[src/rtl/led_scan_pkg.sv]
package led_scan_pkg;

    typedef enum logic [2:0] {
        FN_FREQ   = 3'd0,
        FN_PERIOD = 3'd1,
        FN_RATIO  = 3'd2,
        FN_TINT   = 3'd3,
        FN_UNIT   = 3'd4,
        FN_OSC    = 3'd5
    } func_e;

    typedef logic [3:0] dpos_t;

    typedef struct packed {
        logic  valid;
        dpos_t pos;
    } dp_sel_t;

    localparam logic [6:0] SEG_ALL = 7'h7F;

    // segment pattern, bit0 = a ... bit6 = g
    function automatic logic [6:0] seg_encode(input logic [3:0] nib);
        logic [6:0] s;
        case (nib)
            4'd0: s = 7'h3F;
            4'd1: s = 7'h06;
            4'd2: s = 7'h5B;
            4'd3: s = 7'h4F;
            4'd4: s = 7'h66;
            4'd5: s = 7'h6D;
            4'd6: s = 7'h7D;
            4'd7: s = 7'h07;
            4'd8: s = 7'h7F;
            4'd9: s = 7'h6F;
            default: s = 7'h00;
        endcase
        return s;
    endfunction

    function automatic dp_sel_t dp_lookup(input func_e f, input logic [1:0] r,
                                          input logic slow, input logic rext);
        dp_sel_t s;
        dpos_t   rr;
        rr      = {2'b00, r};
        s.valid = !rext;
        case (f)
            FN_FREQ, FN_OSC:   s.pos = rr + 4'd1;
            FN_PERIOD, FN_TINT: s.pos = rr + {3'b000, !slow};
            FN_RATIO:          s.pos = rr;
            default:           s.pos = 4'd0;
        endcase
        return s;
    endfunction

endpackage

[src/rtl/led_scan_timer.sv]
module led_scan_timer #(
    parameter int NDIG      = 8,
    parameter int DRIVE_CYC = 122,
    parameter int BLANK_CYC = 3,
    localparam int SLOT = DRIVE_CYC + BLANK_CYC,
    localparam int CW   = $clog2(SLOT + 1),
    localparam int IW   = $clog2(NDIG)
) (
    input  logic          clk,
    input  logic          rst,
    output logic [IW-1:0] idx_o,
    output logic          drive_o
);
    logic [CW-1:0] cnt;

    always_ff @(posedge clk) begin
        if (rst) begin
            cnt   <= '0;
            idx_o <= IW'(NDIG - 1);
        end else if (cnt == CW'(SLOT - 1)) begin
            cnt   <= '0;
            idx_o <= (idx_o == '0) ? IW'(NDIG - 1) : idx_o - 1'b1;
        end else begin
            cnt <= cnt + 1'b1;
        end
    end

    assign drive_o = (cnt >= CW'(BLANK_CYC));
endmodule

[src/rtl/led_scan_lzb.sv]
module led_scan_lzb
    import led_scan_pkg::*;
#(
    parameter int NDIG = 8
) (
    input  logic [4*NDIG-1:0] digits_i,
    input  dpos_t             pos_i,
    input  logic              ovf_i,
    output logic [NDIG-1:0]   dark_o
);
    logic [NDIG:0] zero_top;

    assign zero_top[NDIG] = 1'b1;

    genvar g;
    generate
        for (g = NDIG - 1; g >= 0; g--) begin : g_dig
            assign zero_top[g] = zero_top[g+1] && (digits_i[4*g +: 4] == 4'd0);
            assign dark_o[g]   = !ovf_i && zero_top[g] && (32'(g) > 32'(pos_i));
        end
    endgenerate
endmodule

[src/rtl/led_scan.sv]
module led_scan
    import led_scan_pkg::*;
#(
    parameter int NDIG       = 8,
    parameter int DRIVE_CYC  = 122,
    parameter int BLANK_CYC  = 3,
    parameter bit ACTIVE_LOW = 1'b0,
    localparam int IW = $clog2(NDIG)
) (
    input  logic              clk,
    input  logic              rst,
    input  logic [4*NDIG-1:0] digits_i,
    input  logic [2:0]        func_i,
    input  logic [1:0]        range_i,
    input  logic              range_ext_i,
    input  logic              slow_tb_i,
    input  logic              ovf_i,
    input  logic              test_i,
    input  logic              off_i,
    input  logic              xdp_en_i,
    input  logic              xdp_i,
    output logic [NDIG-1:0]   dig_o,
    output logic [6:0]        seg_o,
    output logic              dp_o,
    output logic [3:0]        bcd_o
);
    logic [IW-1:0]   idx;
    logic            drive;
    logic [NDIG-1:0] dark;
    logic [IW-1:0]   ext_pos;
    dp_sel_t         tbl_sel;
    dpos_t           lz_pos;
    logic            xdp_t;
    logic [3:0]      cur_nib;
    logic [NDIG-1:0] dig_t;
    logic [6:0]      seg_t;
    logic            dp_t;

    led_scan_timer #(
        .NDIG(NDIG), .DRIVE_CYC(DRIVE_CYC), .BLANK_CYC(BLANK_CYC)
    ) u_timer (
        .clk(clk), .rst(rst), .idx_o(idx), .drive_o(drive)
    );

    assign xdp_t   = xdp_i ^ ACTIVE_LOW;
    assign tbl_sel = dp_lookup(func_e'(func_i), range_i, slow_tb_i, range_ext_i);
    assign lz_pos  = xdp_en_i ? dpos_t'(ext_pos) : (tbl_sel.valid ? tbl_sel.pos : '0);

    always_ff @(posedge clk) begin
        if (rst) begin
            ext_pos <= '0;
        end else if (drive && xdp_en_i && xdp_t) begin
            ext_pos <= idx;
        end
    end

    led_scan_lzb #(.NDIG(NDIG)) u_lzb (
        .digits_i(digits_i), .pos_i(lz_pos), .ovf_i(ovf_i), .dark_o(dark)
    );

    assign cur_nib = digits_i[4*idx +: 4];

    always_comb begin
        dig_t = '0;
        seg_t = '0;
        dp_t  = 1'b0;
        if (!off_i && drive) begin
            dig_t[idx] = 1'b1;
            if (test_i) begin
                seg_t = SEG_ALL;
                dp_t  = 1'b1;
            end else begin
                seg_t = dark[idx] ? 7'h00 : seg_encode(cur_nib);
                if (xdp_en_i) dp_t = xdp_t;
                else          dp_t = tbl_sel.valid && (dpos_t'(idx) == tbl_sel.pos);
                if (ovf_i && idx == IW'(NDIG - 1)) dp_t = 1'b1;
            end
        end
    end

    assign dig_o = dig_t ^ {NDIG{ACTIVE_LOW}};
    assign seg_o = seg_t ^ {7{ACTIVE_LOW}};
    assign dp_o  = dp_t ^ ACTIVE_LOW;
    assign bcd_o = cur_nib;
endmodule

[config.mk]
export PLATFORM = sky130hd
export DESIGN_NAME = led_scan
export DESIGN_NICKNAME = d
export VERILOG_FILES = /design/src/rtl/led_scan_pkg.sv /design/src/rtl/led_scan_timer.sv /design/src/rtl/led_scan_lzb.sv /design/src/rtl/led_scan.sv
export SDC_FILE = /design/constraint.sdc
export NUM_CORES = 1
export LEC_CHECK = 0
export BUFFER_PORTS_ARGS = -buffer_cell sky130_fd_sc_hd__buf_2
export CAP_MARGIN = 20
export CORE_MARGIN = 1
export CORE_UTILIZATION = 35
export CTS_CLUSTER_DIAMETER = 30
export DETAILED_ROUTE_END_ITERATION = 16
export SYNTH_ARGS = -nofsm -noshare
export SYNTH_HDL_FRONTEND = slang
export SYNTH_SLANG_ARGS = --single-unit
[constraint.sdc]
create_clock -name clk -period 7.8 [get_ports clk]
set_input_delay 1.17 -clock clk [delete_from_list [all_inputs] [get_ports clk]]
set_output_delay 1.17 -clock clk [all_outputs]
set_load 0.05 [all_outputs]
==> summary.md, run 1 <==
| Metric | Value |
|---|---|
| R2r startpoint | `u_timer.idx_o[0]` |
| Grt met2 use | `32.1%` |
| Pre-Repair DR Iteration Count | `4` |
| Core footprint | `4690 µm²` |
| # setup viols final | `0` |
| Die Footprint | `5140 µm²` |
| Fin cells | `322` |
| EDFF count, synth | `0` |
| Pwr/cell area | `99.2 nW/µm²` |
| Placed Cells | `318` |
| DRT iter0 DRCs | `68` |
| R2R depth | `5` |
| Met3 global-route usage | `1.83%` |
| Sequential area share after synthesis | `15.3%` |
| CTS sink count | `13` |
| CTS buffer count | `3` |
| Antenna fix cells | `0` |
| Max cap viols | `0` |
| Final Hold Fails | `0` |
| Number of global-route vias before repair | `1666` |
| Most used routing layer | `met2` |
| Final core utilization | `44.6%` |
| Initial core utilization | `36.3%` |
| Post-route ant nets | `0` |
| IO Count | `66` |
| Final total power | `0.207 mW` |
| Ys flop type | `dfxtp_1` |
| Row cnt | `25` |
| Largest net degree at the start of global routing | `22` |
| Buffers on Ports | `65` |
| Root Driver | `clkbuf_8` |
| Syn Area/Cell | `8.18 µm²` |
| Hold slack | `0.479 ns` |
| Flops & latches, synth | `13` |
| Worst path arrival time | `3.48 ns` |
| P_leak | `0.934 nW` |
| Setup TNS | `0 ns` |
| Skew final | `0.00267 ns` |
| Clk slew on worst S/H paths | `0.05 ns` |
| Slew headroom | `48.9%` |
| Wire length of the first global-routing pass | `7.54 mm` |
| Post-CTS setup buffers | `0` |
| Post-synth ARST share | `0%` |
| Worst Hold Depth | `1` |
| H-tree depth | `1` |
| Initial antenna violation count | `0` |
| Die width | `71.7 µm` |
| Post-place setup slack | `3.16 ns` |
| Wire per inst | `14.5 µm` |
| Hold Path Sink | `u_timer.cnt[0]` |
| Vias/cell | `5.48` |
| Crit path time final | `4.65 ns` |
| Final WL | `4.67 mm` |
| Max Fclk | `215 MHz` |
| Post-cts sizing count | `0` |
| Yosys warns | `0` |
| Slew Viols, Final | `0` |
| DP Area | `2050 µm²` |
| Fin crit share | `59.7%` |
| Mapped Cells | `208` |
| Maximum vdd drop | `87.9 µV` |
| Hold crit path type | `flop to flop` |
| DRC | `0` |
| Hold path start | `u_timer.cnt[0]` |
| Grt ovf | `0` |
| Crit-path max FO | `7` |
| Synth cell types | `60` |
| GRT Util Overall | `18.0%` |
| Routability cong. | `0.809` |
| CTS Buffer Depth | `2` |
| CTS tree | `built` |
| Final #Nets | `326` |
| Post-Syn Nets | `265` |
| Layout cells sized above 1 | `35.4%` |
| GR Util met1 | `23.1%` |
| Clock Latency Late Sink | `0.24 ns` |
| Vias | `1766` |
| Slew @ Worst Pin | `0.766 ns` |
| Final Cell Area | `2090 µm²` |
| Setup ws final | `3.15 ns` |
| Reg2Reg Setup Slack | `5.75 ns` |
| Hold_buf cts | `0` |
| Cell Area, Synth | `1700 µm²` |
| Unrepaired setup endpoints after global routing | `no` |
| Area Overhead vs Synth | `22.9%` |
| WP data required | `6.63 ns` |
| Status | `completed` |
| DPL Wire Length | `3.71 mm` |
| Reg-to-Reg End | `u_timer.idx_o[2]` |
| Worst setup SP type | `input port` |
| Die Ht | `71.7 µm` |
| Classification of the worst setup path | `input port to output pin` |
| CP endpoint kind | `output pin` |
report_power, final:
part | leakage, nW | internal [mW] | switching, mW | total, mW
Combinational | 0.805 | 0.0298 | 0.0484 | 0.0782
Sequential | 0.106 | 0.0688 | 0.00245 | 0.0712
Clock | 0.0228 | 0.0359 | 0.0220 | 0.0580
Total | 0.934 | 0.135 | 0.0729 | 0.207
worst max-delay path by stage:
stage / startpoint / endpoint / slack [ns] / depth (start not counted)
2_1_floorplan: digits_i[24] / seg_o[3] / 2.64 / 7
3_3_place_gp: func_i[2] / seg_o[5] / 3.24 / 10
3_5_place_dp: func_i[2] / seg_o[4] / 3.16 / 11
4_1_cts: func_i[2] / seg_o[4] / 3.15 / 11
5_1_grt: func_i[2] / seg_o[4] / 2.96 / 11
6_report: func_i[2] / seg_o[4] / 3.15 / 11
layout make-up:
| cell class | count | area (µm²) |
|---|---|---|
| fillers | 485 | 2600 |
| multi-input cells | 173 | 1340 |
| repair buffers | 66 | 333 |
| clock buffers | 4 | 45.0 |
| inverters | 12 | 46.3 |
| well taps | 54 | 67.6 |
| flip-flops and latches | 13 | 260 |
sequential cells by signal, summed over array words and instances (netlist names):
signal	cells
u_timer.cnt	7
u_timer.idx_o	3
ext_pos	3
worst max-delay path, cell delays in order:
cell       delay (ns)
buf_2            0.15
nand3b_1         0.17
ha_1             0.19
ha_1             0.30
nand2b_1         0.08
o211ai_2         0.25
a21boi_0         0.16
a2111oi_2        0.35
a211oi_2         0.14
nor3b_1          0.23
buf_2            0.30
Yosys cell counts (2+ instances only):
| cell type | instances | area, µm² |
|---|---|---|
| clkbuf_1 | 6 | 22.5 |
| nor2_1 | 23 | 86.3 |
| a31oi_1 | 3 | 18.8 |
| inv_1 | 8 | 30.0 |
| ha_1 | 11 | 138 |
| mux4_2 | 6 | 135 |
| and3_1 | 3 | 18.8 |
| nor4_1 | 8 | 50.1 |
| nand3_1 | 10 | 50.1 |
| xnor2_1 | 6 | 52.6 |
| a211oi_1 | 4 | 30.0 |
| inv_2 | 2 | 7.51 |
| nand2b_1 | 6 | 37.5 |
| a21o_1 | 2 | 15.0 |
| dfxtp_1 | 13 | 260 |
| buf_6 | 2 | 22.5 |
| mux2i_1 | 6 | 60.1 |
| nand3b_1 | 3 | 22.5 |
| nand4bb_1 | 2 | 22.5 |
| a21oi_1 | 6 | 30.0 |
| and2_1 | 2 | 12.5 |
| nor3_1 | 9 | 45.0 |
| or2_2 | 2 | 12.5 |
| o21ai_0 | 10 | 50.1 |
| nand2_1 | 14 | 52.6 |
| nand4_1 | 3 | 18.8 |
| a21boi_0 | 3 | 22.5 |
| xor2_1 | 3 | 26.3 |
per-layer routing:
| metal | vias up | share of wire (%) |
|---|---|---|
| met2 | 59 | 48 |
| met5 | - | 0 |
| met3 | 4 | 5.4 |
| li1 | 890 | - |
| met4 | 0 | 0.71 |
| met1 | 813 | 45 |
layout by cell type (no fill, tap or decap), types with 2 or more instances in the layout:
cell,Yosys,routed
inv_1,8,8
a21boi_0,3,3
nand4_1,3,3
mux2i_1,6,6
ha_1,11,11
nand4bb_1,2,2
nor3_1,9,9
or2_2,2,2
nand2b_1,6,6
clkbuf_8,0,3
nand2_1,14,14
xor2_1,3,3
mux4_2,6,6
nor2_1,23,23
buf_2,0,65
a21o_1,2,2
a21oi_1,6,6
and2_1,2,2
and3_1,3,3
dfxtp_1,13,13
nand3b_1,3,3
a211oi_1,4,4
xnor2_1,6,6
nor4_1,8,8
a31oi_1,3,3
inv_2,2,2
nand3_1,10,10
o21ai_0,10,10
logic make-up after synthesis:
| kind of cell | Yosys count | share of synthesized area, % |
|---|---|---|
| AO/OA/AOI/OAI | 44 | 21.7 |
| XOR/XNOR | 9 | 4.63 |
| adder cells (fa/ha/maj) | 11 | 8.09 |
| buffers and inverters | 22 | 6.03 |
| flip-flops | 13 | 15.3 |
| multiplexers | 16 | 15.0 |
| AND/OR/NAND/NOR | 93 | 29.3 |
Note: power is estimated with default switching activity, not from simulation.
==> run 2, diff against run 1 <==
- ABC_AREA: default -> 1
- clock period: 7.8 -> 4.55 ns (I/O delays scaled with it)
==> run 2 against run 1 <==
Compared with the run above:
- die area fell by 4.9%
- largest power group is now sequential cells
- synthesized cell count rose by 35%
- sequential share of layout area rose by 0.63 points
- core utilization rose by 0.85 points
- final cell count rose by 23%
- clock skew rose by 0.0011 ns
==> summary.md, run 2 <==
| Metric | Value |
|---|---|
| Status | `completed (unchanged)` |
| Hold_buf cts | `0 (unchanged)` |
| Synth cell types | `30 (was 60)` |
| Yosys warns | `0 (unchanged)` |
| Synth top area cells | `dfxtp_1 (16%), nand2_1 (13%), inv_1 (10%) (was dfxtp_1 (15%), ha_1 (8.1%), mux4_2 (7.9%))` |
| Setup crit end | `seg_o[5] (was seg_o[4])` |
| Worst Hold Depth | `1 (unchanged)` |
| Synth cell count leaders | `nand2_1 (58), inv_1 (43), nor2_1 (41) (was nor2_1 (23), nand2_1 (14), dfxtp_1 (13))` |
| Reg2Reg Setup Slack | `2.71 ns (was 5.75 ns)` |
| Wire length of the first global-routing pass | `7.47 mm (was 7.54 mm)` |
| Die Footprint | `4890 µm² (was 5140 µm²)` |
| Number of flip-flops in the largest register | `7 (unchanged)` |
| P_leak | `1.10 nW (was 0.934 nW)` |
| Commonest cells after routing, fill and taps aside | `buf_2 (65), nand2_1 (58), inv_1 (43) (was buf_2 (65), nor2_1 (23), nand2_1 (14))` |
| CTS buffer count | `3 (unchanged)` |
| Grt ovf | `0 (unchanged)` |
| Pwr/cell area | `170 nW/µm² (was 99.2 nW/µm²)` |
| Setup TNS | `0 ns (unchanged)` |
| Post-CTS setup buffers | `0 (unchanged)` |
| Pre-Repair DR Iteration Count | `4 (unchanged)` |
| Area Overhead vs Synth | `23.1% (was 22.9%)` |
| Die width | `70.0 µm (was 71.7 µm)` |
| Vias/cell | `4.76 (was 5.48)` |
| Slew headroom | `65.1% (was 48.9%)` |
| Flops & latches, synth | `13 (unchanged)` |
| Max Fclk | `276 MHz` |
| GRT Util Overall | `18.3% (was 18.0%)` |
| DRC | `0 (unchanged)` |
| DPL Wire Length | `3.56 mm (was 3.71 mm)` |
| H-tree depth | `1 (unchanged)` |
| Root Driver | `clkbuf_8 (unchanged)` |
| Clock Latency Late Sink | `0.24 ns (about the same)` |
| Cell taking the most area after synthesis | `dfxtp_1 (unchanged)` |
| Final total power | `0.339 mW (was 0.207 mW)` |
| Final Hold Fails | `0 (unchanged)` |
| Slew @ Worst Pin | `0.522 ns (was 0.766 ns)` |
| Crit path time final | `3.62 ns` |
| Sequential area share after synthesis | `16.1% (was 15.3%)` |
| Die Ht | `70.0 µm (was 71.7 µm)` |
| IO Count | `66 (unchanged)` |
| Most flops, register | `u_timer.cnt (unchanged)` |
| Most common cell after layout, fill and taps aside | `buf_2 (unchanged)` |
| Fillers | `499 (was 485)` |
| R2r startpoint | `u_timer.idx_o[0] (unchanged)` |
| Most frequent cell after synthesis | `nand2_1 (was nor2_1)` |
| Worst path arrival time | `2.94 ns (was 3.48 ns)` |
| Core footprint | `4380 µm² (was 4690 µm²)` |
| Slew Viols, Final | `0 (unchanged)` |
| Fin crit share | `79.6%` |
| Post-cts sizing count | `0 (unchanged)` |
| DRT iter0 DRCs | `55 (was 68)` |
| Worst setup SP type | `flop (was input port)` |
| Final #Nets | `401 (was 326)` |
| Post-route ant nets | `0 (unchanged)` |
| Unrepaired setup endpoints after global routing | `no (unchanged)` |
| Crit-path max FO | `32 (was 7)` |
| Final WL | `4.30 mm (was 4.67 mm)` |
| Maximum vdd drop | `225 µV (was 87.9 µV)` |
| Vias | `1881 (was 1766)` |
| Layout cells sized above 1 | `24.2% (was 35.4%)` |
| R2R depth | `6 (was 5)` |
| CTS tree | `built (unchanged)` |
| Row cnt | `24 (was 25)` |
| Post-Syn Nets | `337 (was 265)` |
| CTS sink count | `13 (unchanged)` |
| Skew final | `0.00374 ns (was 0.00267 ns)` |
| Synth top area share | `16.1% (was 15.3%)` |
| Top flop regs | `u_timer.cnt (7), ext_pos (3), u_timer.idx_o (3) (unchanged)` |
| Hold crit path type | `flop to flop (unchanged)` |
| Mapped Cells | `280 (was 208)` |
| Reg-to-Reg End | `u_timer.idx_o[0] (was u_timer.idx_o[2])` |
| Antenna fix cells | `0 (unchanged)` |
| Classification of the worst setup path | `flop to output pin (was input port to output pin)` |
| Clk slew on worst S/H paths | `0.05 ns (about the same)` |
| Largest net degree at the start of global routing | `33 (was 22)` |
| Syn Area/Cell | `5.77 µm² (was 8.18 µm²)` |
| Buffers on Ports | `65 (unchanged)` |
| Cell Area, Synth | `1620 µm² (was 1700 µm²)` |
| CP endpoint kind | `output pin (unchanged)` |
| Number of global-route vias before repair | `1703 (was 1666)` |
| Initial antenna violation count | `0 (unchanged)` |
| Initial core utilization | `36.9% (was 36.3%)` |
| # setup viols final | `0 (unchanged)` |
| Wire per inst | `10.9 µm (was 14.5 µm)` |
| Critical Path Start | `u_timer.idx_o[0] (was func_i[2])` |
| Max cap viols | `0 (unchanged)` |
| WP data required | `3.87 ns (was 6.63 ns)` |
| Post-synth ARST share | `0% (unchanged)` |
| EDFF count, synth | `0 (unchanged)` |
| Routability cong. | `0.877 (was 0.809)` |
| CTS Buffer Depth | `2 (unchanged)` |
| Ys flop type | `dfxtp_1 (unchanged)` |
## run 2: layer usage
layer  vias to the layer above  track usage (%)  share of wire (%)
li1                       1032                -                  -
met4                         0             2.67               0.44
met2                        47             29.3                 44
met1                       800             25.7                 51
met5                         -                0                  0
met3                         2             3.61                4.7
## run 2: cell families (layout without fill, tap and decap cells)
| kind of cell | count (synthesis) | after routing | synth area share (%) |
|---|---|---|---|
| XOR/XNOR | 6 | 6 | 3.25 |
| flip-flops | 13 | 13 | 16.1 |
| AND/OR/NAND/NOR | 131 | 131 | 35.5 |
| adder cells (fa/ha/maj) | 11 | 11 | 8.51 |
| buffers and inverters | 56 | 119 | 15.4 |
| AO/OA/AOI/OAI | 63 | 63 | 21.2 |
## run 2: through the flow
stage / instance area (µm²) / setup WS [ns] / util (%) / hold WS, ns / std cells
2_1_floorplan: 1620 / 0.836 / - / 0.430 / 280
3_3_place_gp: 1950 / 1.22 / 44.4 / 0.438 / 391
3_5_place_dp: 1950 / 1.19 / 44.4 / 0.446 / 391
4_1_cts: 1990 / 0.931 / 45.4 / 0.459 / 395
5_1_grt: 1990 / 0.555 / 45.4 / 0.505 / 395
6_report: 1990 / 0.927 / 45.4 / 0.455 / 395
## run 2: worst min-delay path by stage
stage                    from              to  slack, ns
3_3_place_gp   u_timer.cnt[0]  u_timer.cnt[0]       0.44
6_report       u_timer.cnt[0]  u_timer.cnt[0]       0.46
5_1_grt        u_timer.cnt[0]  u_timer.cnt[0]       0.50
4_1_cts        u_timer.cnt[0]  u_timer.cnt[0]       0.46
3_5_place_dp   u_timer.cnt[0]  u_timer.cnt[0]       0.45
2_1_floorplan  u_timer.cnt[0]  u_timer.cnt[0]       0.43
## run 2: layout make-up
class	instances	area, µm²	area share [%]
well taps	52	65.1	3.27
multi-input cells	211	1110	55.6
inverters	50	188	9.43
flip-flops and latches	13	260	13.1
repair buffers	65	325	16.3
clock buffers	4	45.0	2.26
## run 2: where the power goes
group	internal, mW	switching [mW]	total (mW)
clock	0.0617	0.0394	0.101
combinational	0.0400	0.0774	0.117
sequential	0.118	0.00243	0.120
## run 2: critical path, stage by stage (launching register included)
cell and delay [ns]:
dfxtp_1 0.64, inv_2 0.35, nor2_1 0.24, nor2_1 0.06, o21ai_0 0.07, nand2_1 0.10, nor2_2 0.37, nand2_1 0.12
nand2_1 0.14, o21ai_1 0.08, inv_1 0.05, nand2_1 0.04, a21oi_1 0.12, buf_2 0.28
